$ cat src/rtl/i2c_eep_pkg.sv
package i2c_eep_pkg;
  typedef enum logic [2:0] {
    ST_IDLE,
    ST_DEV,
    ST_WADDR,
    ST_WDATA,
    ST_READ,
    ST_WAIT_STOP
  } eep_state_e;
endpackage

$ cat src/rtl/i2c_line_filter.sv
module i2c_line_filter #(
  parameter int SYNC_STAGES = 2,
  parameter int FILT_LEN    = 3
) (
  input  logic clk_i,
  input  logic rst_ni,
  input  logic line_i,
  output logic level_o,
  output logic rise_o,
  output logic fall_o
);
  localparam int CW = $clog2(FILT_LEN + 1);

  logic [SYNC_STAGES-1:0] sync_q;
  logic [CW-1:0]          cnt_q;
  logic                   level_q, rise_q, fall_q;
  logic                   sync_out;

  assign sync_out = sync_q[SYNC_STAGES-1];

  always_ff @(posedge clk_i or negedge rst_ni) begin
    if (!rst_ni) begin
      sync_q <= '1;
    end else begin
      sync_q <= {sync_q[SYNC_STAGES-2:0], line_i};
    end
  end

  // level follows the synchronized line only after FILT_LEN agreeing samples
  always_ff @(posedge clk_i or negedge rst_ni) begin
    if (!rst_ni) begin
      cnt_q   <= '0;
      level_q <= 1'b1;
      rise_q  <= 1'b0;
      fall_q  <= 1'b0;
    end else begin
      rise_q <= 1'b0;
      fall_q <= 1'b0;
      if (sync_out != level_q) begin
        if (cnt_q == CW'(FILT_LEN - 1)) begin
          level_q <= sync_out;
          rise_q  <= sync_out;
          fall_q  <= ~sync_out;
          cnt_q   <= '0;
        end else begin
          cnt_q <= cnt_q + CW'(1);
        end
      end else begin
        cnt_q <= '0;
      end
    end
  end

  assign level_o = level_q;
  assign rise_o  = rise_q;
  assign fall_o  = fall_q;
endmodule

$ cat src/rtl/i2c_eep_bus_if.sv
module i2c_eep_bus_if #(
  parameter int SYNC_STAGES = 2,
  parameter int FILT_LEN    = 3
) (
  input  logic clk_i,
  input  logic rst_ni,
  input  logic scl_i,
  input  logic sda_i,
  output logic scl_o,
  output logic scl_rise_o,
  output logic scl_fall_o,
  output logic sda_o,
  output logic start_o,
  output logic stop_o
);
  localparam int NLINES = 2;

  logic [NLINES-1:0] raw, lvl, rise, fall;

  assign raw = {sda_i, scl_i};

  for (genvar g = 0; g < NLINES; g++) begin : g_line
    i2c_line_filter #(
      .SYNC_STAGES(SYNC_STAGES),
      .FILT_LEN   (FILT_LEN)
    ) u_filt (
      .clk_i  (clk_i),
      .rst_ni (rst_ni),
      .line_i (raw[g]),
      .level_o(lvl[g]),
      .rise_o (rise[g]),
      .fall_o (fall[g])
    );
  end

  assign scl_o      = lvl[0];
  assign scl_rise_o = rise[0];
  assign scl_fall_o = fall[0];
  assign sda_o      = lvl[1];
  // both lines pass the same delay, so SCL level here matches the SDA edge
  assign start_o    = fall[1] & lvl[0];
  assign stop_o     = rise[1] & lvl[0];
endmodule

$ cat src/rtl/i2c_eep_store.sv
module i2c_eep_store #(
  parameter int ADDR_W      = 7,
  parameter int BUSY_CYCLES = 500
) (
  input  logic              clk_i,
  input  logic              rst_ni,
  input  logic              commit_i,
  input  logic [ADDR_W-1:0] wr_addr_i,
  input  logic [7:0]        wr_data_i,
  input  logic [ADDR_W-1:0] rd_addr_i,
  output logic [7:0]        rd_data_o,
  output logic              busy_o
);
  localparam int DEPTH = 1 << ADDR_W;
  localparam int BW    = $clog2(BUSY_CYCLES + 1);

  logic [7:0]    mem_q [DEPTH];
  logic [BW-1:0] busy_cnt_q;

  always_ff @(posedge clk_i or negedge rst_ni) begin
    if (!rst_ni) begin
      for (int i = 0; i < DEPTH; i++) mem_q[i] <= 8'hFF;
    end else if (commit_i) begin
      mem_q[wr_addr_i] <= wr_data_i;
    end
  end

  always_ff @(posedge clk_i or negedge rst_ni) begin
    if (!rst_ni) begin
      busy_cnt_q <= '0;
    end else if (commit_i) begin
      busy_cnt_q <= BW'(BUSY_CYCLES);
    end else if (busy_cnt_q != '0) begin
      busy_cnt_q <= busy_cnt_q - BW'(1);
    end
  end

  assign rd_data_o = mem_q[rd_addr_i];
  assign busy_o    = (busy_cnt_q != '0);
endmodule

$ cat src/rtl/i2c_eeprom_target.sv
module i2c_eeprom_target
  import i2c_eep_pkg::*;
#(
  parameter int         ADDR_W      = 7,
  parameter logic [3:0] DEV_CODE    = 4'b1010,
  parameter int         BUSY_CYCLES = 500,
  parameter int         SYNC_STAGES = 2,
  parameter int         FILT_LEN    = 3
) (
  input  logic clk_i,
  input  logic rst_ni,
  input  logic scl_i,
  input  logic sda_i,
  output logic sda_oe_o
);
  logic scl_lvl, scl_rise, scl_fall, sda_lvl, start_det, stop_det;
  logic busy, commit;
  logic [7:0] rd_data;

  eep_state_e        state_q;
  logic [3:0]        bit_cnt_q;
  logic              ack_ph_q, oe_q, mack_q, pend_vld_q;
  logic [7:0]        shreg_q, tx_q, pend_data_q;
  logic [ADDR_W-1:0] ptr_q, pend_addr_q;

  i2c_eep_bus_if #(
    .SYNC_STAGES(SYNC_STAGES),
    .FILT_LEN   (FILT_LEN)
  ) u_bus (
    .clk_i     (clk_i),
    .rst_ni    (rst_ni),
    .scl_i     (scl_i),
    .sda_i     (sda_i),
    .scl_o     (scl_lvl),
    .scl_rise_o(scl_rise),
    .scl_fall_o(scl_fall),
    .sda_o     (sda_lvl),
    .start_o   (start_det),
    .stop_o    (stop_det)
  );

  assign commit = stop_det & pend_vld_q;

  i2c_eep_store #(
    .ADDR_W     (ADDR_W),
    .BUSY_CYCLES(BUSY_CYCLES)
  ) u_store (
    .clk_i    (clk_i),
    .rst_ni   (rst_ni),
    .commit_i (commit),
    .wr_addr_i(pend_addr_q),
    .wr_data_i(pend_data_q),
    .rd_addr_i(ptr_q),
    .rd_data_o(rd_data),
    .busy_o   (busy)
  );

  always_ff @(posedge clk_i or negedge rst_ni) begin
    if (!rst_ni) begin
      state_q     <= ST_IDLE;
      bit_cnt_q   <= '0;
      ack_ph_q    <= 1'b0;
      oe_q        <= 1'b0;
      mack_q      <= 1'b0;
      pend_vld_q  <= 1'b0;
      shreg_q     <= '0;
      tx_q        <= '0;
      pend_data_q <= '0;
      ptr_q       <= '0;
      pend_addr_q <= '0;
    end else if (start_det) begin
      // repeated START also drops an uncommitted byte
      state_q    <= ST_DEV;
      bit_cnt_q  <= '0;
      ack_ph_q   <= 1'b0;
      oe_q       <= 1'b0;
      pend_vld_q <= 1'b0;
    end else if (stop_det) begin
      state_q    <= ST_IDLE;
      ack_ph_q   <= 1'b0;
      oe_q       <= 1'b0;
      pend_vld_q <= 1'b0;
    end else begin
      unique case (state_q)
        ST_DEV, ST_WADDR, ST_WDATA: begin
          if (scl_rise && !ack_ph_q) begin
            shreg_q   <= {shreg_q[6:0], sda_lvl};
            bit_cnt_q <= bit_cnt_q + 4'd1;
          end
          if (scl_fall) begin
            if (!ack_ph_q && bit_cnt_q == 4'd8) begin
              bit_cnt_q <= '0;
              if (state_q == ST_DEV) begin
                if (shreg_q[7:4] == DEV_CODE && !busy) begin
                  ack_ph_q <= 1'b1;
                  oe_q     <= 1'b1;
                end else begin
                  state_q <= ST_WAIT_STOP;
                end
              end else begin
                ack_ph_q <= 1'b1;
                oe_q     <= 1'b1;
                if (state_q == ST_WADDR) begin
                  ptr_q <= shreg_q[ADDR_W-1:0];
                end else begin
                  pend_data_q <= shreg_q;
                  pend_addr_q <= ptr_q;
                  pend_vld_q  <= 1'b1;
                  ptr_q       <= ptr_q + ADDR_W'(1);
                end
              end
            end else if (ack_ph_q) begin
              ack_ph_q <= 1'b0;
              oe_q     <= 1'b0;
              if (state_q == ST_DEV) begin
                if (shreg_q[0]) begin
                  state_q <= ST_READ;
                  tx_q    <= rd_data;
                  ptr_q   <= ptr_q + ADDR_W'(1);
                  oe_q    <= ~rd_data[7];
                end else begin
                  state_q <= ST_WADDR;
                end
              end else if (state_q == ST_WADDR) begin
                state_q <= ST_WDATA;
              end
            end
          end
        end
        ST_READ: begin
          if (!ack_ph_q) begin
            if (scl_rise) bit_cnt_q <= bit_cnt_q + 4'd1;
            if (scl_fall) begin
              if (bit_cnt_q == 4'd8) begin
                oe_q      <= 1'b0;
                ack_ph_q  <= 1'b1;
                bit_cnt_q <= '0;
              end else begin
                oe_q <= ~tx_q[~bit_cnt_q[2:0]];
              end
            end
          end else begin
            if (scl_rise) mack_q <= ~sda_lvl;
            if (scl_fall) begin
              ack_ph_q <= 1'b0;
              if (mack_q) begin
                tx_q  <= rd_data;
                ptr_q <= ptr_q + ADDR_W'(1);
                oe_q  <= ~rd_data[7];
              end else begin
                state_q <= ST_WAIT_STOP;
                oe_q    <= 1'b0;
              end
            end
          end
        end
        default: begin
          oe_q <= 1'b0;
        end
      endcase
    end
  end

  assign sda_oe_o = oe_q;
endmodule

$ cat config.mk
export PLATFORM = sky130hd
export DESIGN_NAME = i2c_eeprom_target
export DESIGN_NICKNAME = d
export VERILOG_FILES = /design/src/rtl/i2c_eep_pkg.sv /design/src/rtl/i2c_line_filter.sv /design/src/rtl/i2c_eep_bus_if.sv /design/src/rtl/i2c_eep_store.sv /design/src/rtl/i2c_eeprom_target.sv
export SDC_FILE = /design/constraint.sdc
export NUM_CORES = 2
export LEC_CHECK = 0
export ABC_AREA = 1
export CAP_MARGIN = 10
export CORE_ASPECT_RATIO = 0.8
export CORE_MARGIN = 8
export CORE_UTILIZATION = 35
export CTS_CLUSTER_DIAMETER = 50
export DETAILED_ROUTE_END_ITERATION = 16
export DONT_BUFFER_PORTS = 1
export PLACE_DENSITY = 0.51
export SLEW_MARGIN = 15
export SYNTH_ARGS = -nofsm -noshare
export SYNTH_HDL_FRONTEND = slang
export SYNTH_SLANG_ARGS = --single-unit
$ cat constraint.sdc
create_clock -name clk_i -period 3.2 [get_ports clk_i]
set_input_delay 0.48 -clock clk_i [delete_from_list [all_inputs] [get_ports clk_i]]
set_output_delay 0.48 -clock clk_i [all_outputs]
set_load 0.05 [all_outputs]
==> After elaboration in Yosys (flattened, before gate mapping) <==
Index checks and enable logic that the tools add are counted.
{ "classes": {"n_addsub": 5, "n_lt_le_gt_ge": 4, "eq_ne": 35, "muxes": 97, "n_bitwise": 15, "reduce_logical": 27} }
{ "op_table": {"columns": ["cell", "count"], "rows": [
  ["bitwise mux 1024 bit", 1],
  ["2-to-1 mux 8 bit", 11],
  ["2-to-1 mux 7 bit", 10],
  ["binary-select mux 8 bit (select 7 bit)", 1],
  ["demux 8 bit (select 7 bit)", 1],
  ["2-to-1 mux 3 bit", 13],
  ["2-to-1 mux 1 bit", 38],
  ["2-to-1 mux 4 bit", 9],
  ["AND reduction 11 bit", 2],
  ["!= test 3 bit (second input constant)", 7],
  ["!= test 5 bit (second input constant)", 4],
  ["2-to-1 mux 9 bit", 2],
  [">= comparator 8 bit (second input constant)", 2],
  ["NOT 7 -> 8 bit", 2],
  ["one-hot mux 8 bit (2 select lines)", 1],
  ["!= test 2 bit (second input constant)", 7],
  ["one-hot mux 7 bit (2 select lines)", 1],
  ["nonzero test 3 bit", 4],
  ["AND reduction 5 bit", 2],
  ["NOT 1 bit", 9],
  ["AND reduction 9 bit", 1],
  ["nonzero test 9 bit", 1],
  ["subtractor 9 x 1 -> 9 bit (second input constant)", 1],
  ["== test 4 bit (second input constant)", 2],
  ["other kinds (30)", 51]
]} }
{ "totals": {"ff_bits": 1096, "input_bits": 4, "out_inout_bits": 1, "word_cells": 333} }

==> Logic depth before layout (Yosys ltp) <==
{ "logic_depth": {"word_depth": 13, "ltp_mapped": 18, "ltp_nobuf": 16} }

==> Cells and area by module <==
Synthesis repeated with hierarchy kept, for this count alone.
{ "unflattened": {"cells_unflattened": 6343, "area_unflattened_um2": 51454.3} }
{ "by_module_without_submodules": {"columns": ["mod", "n_inst", "cells_per_inst", "area_per_inst_um2", "seq_area_each_um2"], "rows": [
  ["i2c_eep_store", 1, 5906, 48148.7, 27131.0],
  ["i2c_eeprom_target", 1, 389, 2802.7, 1226.2],
  ["i2c_line_filter", 2, 22, 244.0, 178.9],
  ["i2c_eep_bus_if", 1, 4, 15.0, 0.0]
]} }

==> Least setup slack after synthesis <==
No wires, ideal clock.
{ "synth_timing": {"kind": "reg2reg", "start": "reg bit_cnt_q[0]", "end": "reg pend_data_q[7]", "setup_ps": 125, "t_arrival_ps": 1950, "required_ps": 3075, "slack_ps": 1125, "stages_incl_launch_ff": 11, "path_buffers": 2, "period_less_slack_ps": 2075, "path_cell_list": "dfrtp_1 -> clkbuf_1 -> inv_1 -> ha_1 -> nand3_1 -> inv_1 -> nand2_1 -> nor2_1 -> nand2_1 -> clkbuf_1 -> mux2_2"} }
{ "synth_via": {"elab_chain_len": 3} }
{ "synth_rtl": {"columns": ["item", "line_no", "source"], "rows": [
  ["start, declared", "i2c_eeprom_target.sv:21", "logic [3:0] bit_cnt_q;"],
  ["start signal, assigned", "i2c_eeprom_target.sv:88", "bit_cnt_q <= bit_cnt_q + 4'd1;"],
  ["start signal, assigned", "i2c_eeprom_target.sv:132", "if (scl_rise) bit_cnt_q <= bit_cnt_q + 4'd1;"],
  ["== test 4 bit", "i2c_eeprom_target.sv:91", "if (!ack_ph_q && bit_cnt_q == 4'd8) begin"],
  ["logical AND 1 bit", "i2c_eeprom_target.sv:91", null],
  ["AND reduction 7 bit (no line)", null, null],
  ["end signal, assigned", "i2c_eeprom_target.sv:106", "pend_data_q <= shreg_q;"],
  ["end, declared", "i2c_eeprom_target.sv:23", "logic [7:0] shreg_q, tx_q, pend_data_q;"]
]} }
No other way between the ends.
A chain may end at the register's enable or synchronous reset.

==> Worst setup path after layout <==
{ "layout_timing": {"start": "reg ptr_q[0]", "end": "reg tx_q[0]"} }
{ "layout_via": {"elab_chain_len": 10, "elab_cells_between_ends": 13, "classes_between": "mux (12); bitwise (1)"} }
{ "layout_rtl": {"columns": ["item", "line_no", "source"], "rows": [
  ["start, declared", "i2c_eeprom_target.sv:24", "logic [ADDR_W-1:0] ptr_q, pend_addr_q;"],
  ["start signal, assigned", "i2c_eeprom_target.sv:104", "ptr_q <= shreg_q[ADDR_W-1:0];"],
  ["start signal, assigned", "i2c_eeprom_target.sv:109", "ptr_q <= ptr_q + ADDR_W'(1);"],
  ["start signal, assigned", "i2c_eeprom_target.sv:119", "ptr_q <= ptr_q + ADDR_W'(1);"],
  ["NOT 7 -> 8 bit (implied by the code) *", "i2c_eep_store.sv:38", "assign rd_data_o = mem_q[rd_addr_i];"],
  ["binary-select mux 8 bit (select 7 bit) *", "i2c_eep_store.sv:38", null],
  ["2-to-1 mux 8 bit (implied by the code) * (2 in a row)", "i2c_eep_store.sv:38", null],
  ["2-to-1 mux 8 bit", "i2c_eeprom_target.sv:116", "if (shreg_q[0]) begin"],
  ["2-to-1 mux 8 bit", "i2c_eeprom_target.sv:115", "if (state_q == ST_DEV) begin"],
  ["2-to-1 mux 8 bit", "i2c_eeprom_target.sv:112", "end else if (ack_ph_q) begin"],
  ["2-to-1 mux 8 bit", "i2c_eeprom_target.sv:91", null],
  ["2-to-1 mux 8 bit", "i2c_eeprom_target.sv:90", "if (scl_fall) begin"],
  ["one-hot mux 8 bit (2 select lines) *", "i2c_eeprom_target.sv:84", "unique case (state_q)"],
  ["end signal, assigned", "i2c_eeprom_target.sv:118", "tx_q <= rd_data;"],
  ["end signal, assigned", "i2c_eeprom_target.sv:147", "tx_q <= rd_data;"],
  ["end, declared", "i2c_eeprom_target.sv:23", null]
]} }
Every way passes the cells marked *; elsewhere a longest branch is shown, timed or not. The select of a mux whose other input is x is not followed.

==> results.json <==
{
  "power_frac_clock": 0.386,
  "cts_hold_buffers": 3,
  "syn_area_um2": 51600,
  "seq_area_um2": 28700,
  "place.gp.congestion": 0.824,
  "cts_buffers": 132,
  "die_area_um2": 160000,
  "holdCritPathClass": "input pin to flip-flop",
  "post-cts-setup-buffers": 0,
  "rr_worst_depth": 13,
  "rsz0062_at_grt": "false",
  "synth_top_area_frac": 0.525,
  "ir_worst_vdd_v": 0.000480,
  "final-max-slew-violation-count": 0,
  "regToRegSetupSlack_ns": 0.37,
  "top_usage_layer": "met1",
  "synthToLayoutAreaGrowth_pct": 12.2,
  "yosys.area.top_type": "dfstp_2",
  "postSynthAreaPerCell_um2": 8.52,
  "ys_seq_area_frac": 0.557,
  "ys.flop_type": "dfstp_2",
  "grt_use_met1": 0.300,
  "synth_edf_count": 0,
  "grt_pass1_vias": 40000,
  "dp_slack_ns": 0.414,
  "grt_pass1_wl_um": 253000,
  "maxSlewHeadroom": 0.286,
  "clockBufferDepth": 3,
  "r2r-end": "tx_q[0]",
  "tightest_slew_ns": 1.07,
  "vias": 41500,
  "crit_fanout": 59,
  "grt_max_degree": 146,
  "clk_transition_reported_paths_ns": 0.06,
  "switching_share": 0.333,
  "ys_types": 45,
  "fmax_mhz": 354,
  "postSynthCellCount": 6048,
  "layout-drive-gt1-share": 0.250,
  "min_from": "sda_i",
  "finalSetupViolations": 0,
  "fp.dieW_um": 445,
  "ios": 5,
  "grt_overflow": 0,
  "cp-start-kind": "flip-flop",
  "timing.final.crit_share": 0.884,
  "drt-total-wl_um": 163000,
  "synth_area_leaders": "dfstp_2 52%, o21ai_0 13%, nand2_1 11%",
  "synthArstFlopShare": 1.00,
  "cts_resized": 0,
  "p_comb_frac": 0.252,
  "synth.most_common_cell": "nand2_1",
  "setup_tns_ns": 0,
  "port_buffers": 0,
  "synth_common_cells": "1,553 x nand2_1, 1,386 x o21ai_0, 1,030 x dfstp_2",
  "skew_ns": 0.0342,
  "p_seq_frac": 0.362,
  "power_leakage_uw": 0.0211,
  "hpwl_um": 95500,
  "rr_startpoint": "ptr_q[0]",
  "multi_input_area_um2": 20200,
  "p_per_area_nw_per_um2": 686,
  "die-height_um": 359,
  "vias_per_cell": 5.25,
  "holdPathEnd": "u_bus.g_line[1].u_filt.sync_q[0]",
  "cp_cell_sequence": "inv_8, buf_12, buf_4, nor2_1, o22ai_1, nand2_1, nand2_1, nand2_1, nand3_1, nand3_1, nand3_1, nand3_1, nand2_1",
  "synth-seq-cells": 1096,
  "min_period_ns": 2.83,
  "power.switching_uw": 13200,
  "yosys_warnings": 0,
  "crit_required_ns": 3.90,
  "critPathMaxStageDelay_ns": 0.55,
  "whs_ns": 0.279,
  "total_power_uw": 39700,
  "syn-num-nets": 6057,
  "met3_usage": 0.0373,
  "nets": 5827,
  "core_um2": 147000,
  "drt-initial-drc-count": 3727,
  "slowest_stage": "dfrtp_4",
  "end_kind": "flip-flop",
  "run_status": "complete, no violations",
  "cts_tree": "done",
  "htree_levels": 4,
  "antenna_left": 0,
  "finalHoldViolCount": 0,
  "cts.sinks": 1096,
  "fillers": 15000,
  "drc": 0,
  "internal_power_uw": 26400,
  "maxCapViolations": 0,
  "critical_path_class": "flip-flop to flip-flop",
  "num_rows": 126,
  "cts-root-buf": "clkbuf_16",
  "min_delay_path_depth": 1,
  "dr.pass1.iters": 6,
  "wire_per_inst_um": 20.6,
  "grt_use_met2": 0.289,
  "worstPathArrival_ns": 3.53,
  "clock_latency_ns": 0.76,
  "worst_slack_ns": 0.372,
  "start_util": 0.351,
  "antenna_found_initial": 3,
  "track_usage": 0.199
}
[how the worst max path moves through the flow]
stage,start,end,depth (start not counted)
final,ptr_q[0],tx_q[0],13
after global routing,ptr_q[1],tx_q[0],11
after CTS,ptr_q[1],tx_q[0],11
after detailed placement,ptr_q[1],tx_q[0],11
after global placement,ptr_q[1],tx_q[0],11
after floorplan,bit_cnt_q[0],pend_data_q[7],10
[through the flow]
step | cells | util | cell area [um^2]
2_1_floorplan | 6048 | - | 51600
3_3_place_gp | 7665 | 0.364 | 53400
3_5_place_dp | 7665 | 0.364 | 53400
4_1_cts | 7901 | 0.394 | 57800
5_1_grt | 7902 | 0.394 | 57800
6_report | 7903 | 0.394 | 57800
[final cells by class]
type | count | area share
tap | 1984 | 0.0429
multi-input combinational | 4337 | 0.349
inverter | 134 | 0.00952
sequential | 1096 | 0.497
clock inverter | 51 | 0.00982
clock buffer | 182 | 0.0661
antenna | 2 | 0.0000865
timing repair buffer | 117 | 0.0258
[cells in the final DEF (no fill, tap or decap), types with 6 or more instances in the layout]
cell type / n
nand2_1: 1553
nor3_1: 18
clkbuf_1: 25
clkbuf_8: 18
nor2_4: 6
inv_4: 12
o221ai_1: 29
nand3_1: 254
inv_1: 115
or2_2: 11
o211ai_1: 84
dfstp_2: 1030
nor4_4: 8
a21oi_1: 12
clkbuf_16: 139
buf_4: 66
o21ai_0: 1386
bufinv_16: 10
inv_6: 7
o22ai_1: 140
nand2_4: 46
buf_12: 47
nand2_2: 25
o21ai_1: 153
nor2_1: 573
clkinvlp_4: 7
clkinv_2: 22
dfrtp_1: 62
[registers in the layout, summed over array words and instances (netlist names), 7 cells and up]
| name | cells |
|---|---|
| pend_addr_q | 7 |
| pend_data_q | 8 |
| ptr_q | 7 |
| shreg_q | 8 |
| tx_q | 8 |
| u_store.busy_cnt_q | 9 |
| u_store.mem_q | 1024 |
[metal layers]
metal	share of wire	routed length (um)
met1	0.49	80400
met2	0.42	68400
met3	0.060	9820
met4	0.026	4210
met5	0.00072	117
[worst max-delay path, delay by kind of cell (launching register included)]
kind	cells	cell delay (ns)
compound gates	1	0.23
buf+inv	3	0.83
simple gates	9	1.12
flops	1	0.55
[cells by family (layout without fill, tap and decap cells)]
family / after synthesis / in the layout / synth area share
AO/OA/AOI/OAI: 1816 / 1816 / 0.187
XOR/XNOR: 9 / 9 / 0.00153
adder cells (fa/ha/maj): 5 / 5 / 0.00121
buffers and inverters: 615 / 484 / 0.0515
flip-flops: 1096 / 1096 / 0.557
multiplexers: 1 / 1 / 0.000218
other: 0 / 2 / 0
AND/OR/NAND/NOR: 2506 / 2506 / 0.202
[power groups by stage]
| stage | clock network, uW | logic, uW | registers [uW] |
|---|---|---|---|
| global route | 16200 | 11100 | 14400 |
| detailed placement | 0 | 10000 | 14500 |
| floorplan | 0 | 6420 | 14500 |
| CTS | 15700 | 10000 | 14400 |
| finish | 15300 | 10000 | 14400 |
| global placement | 0 | 10000 | 14600 |
Power figures use the tool's default switching activity.
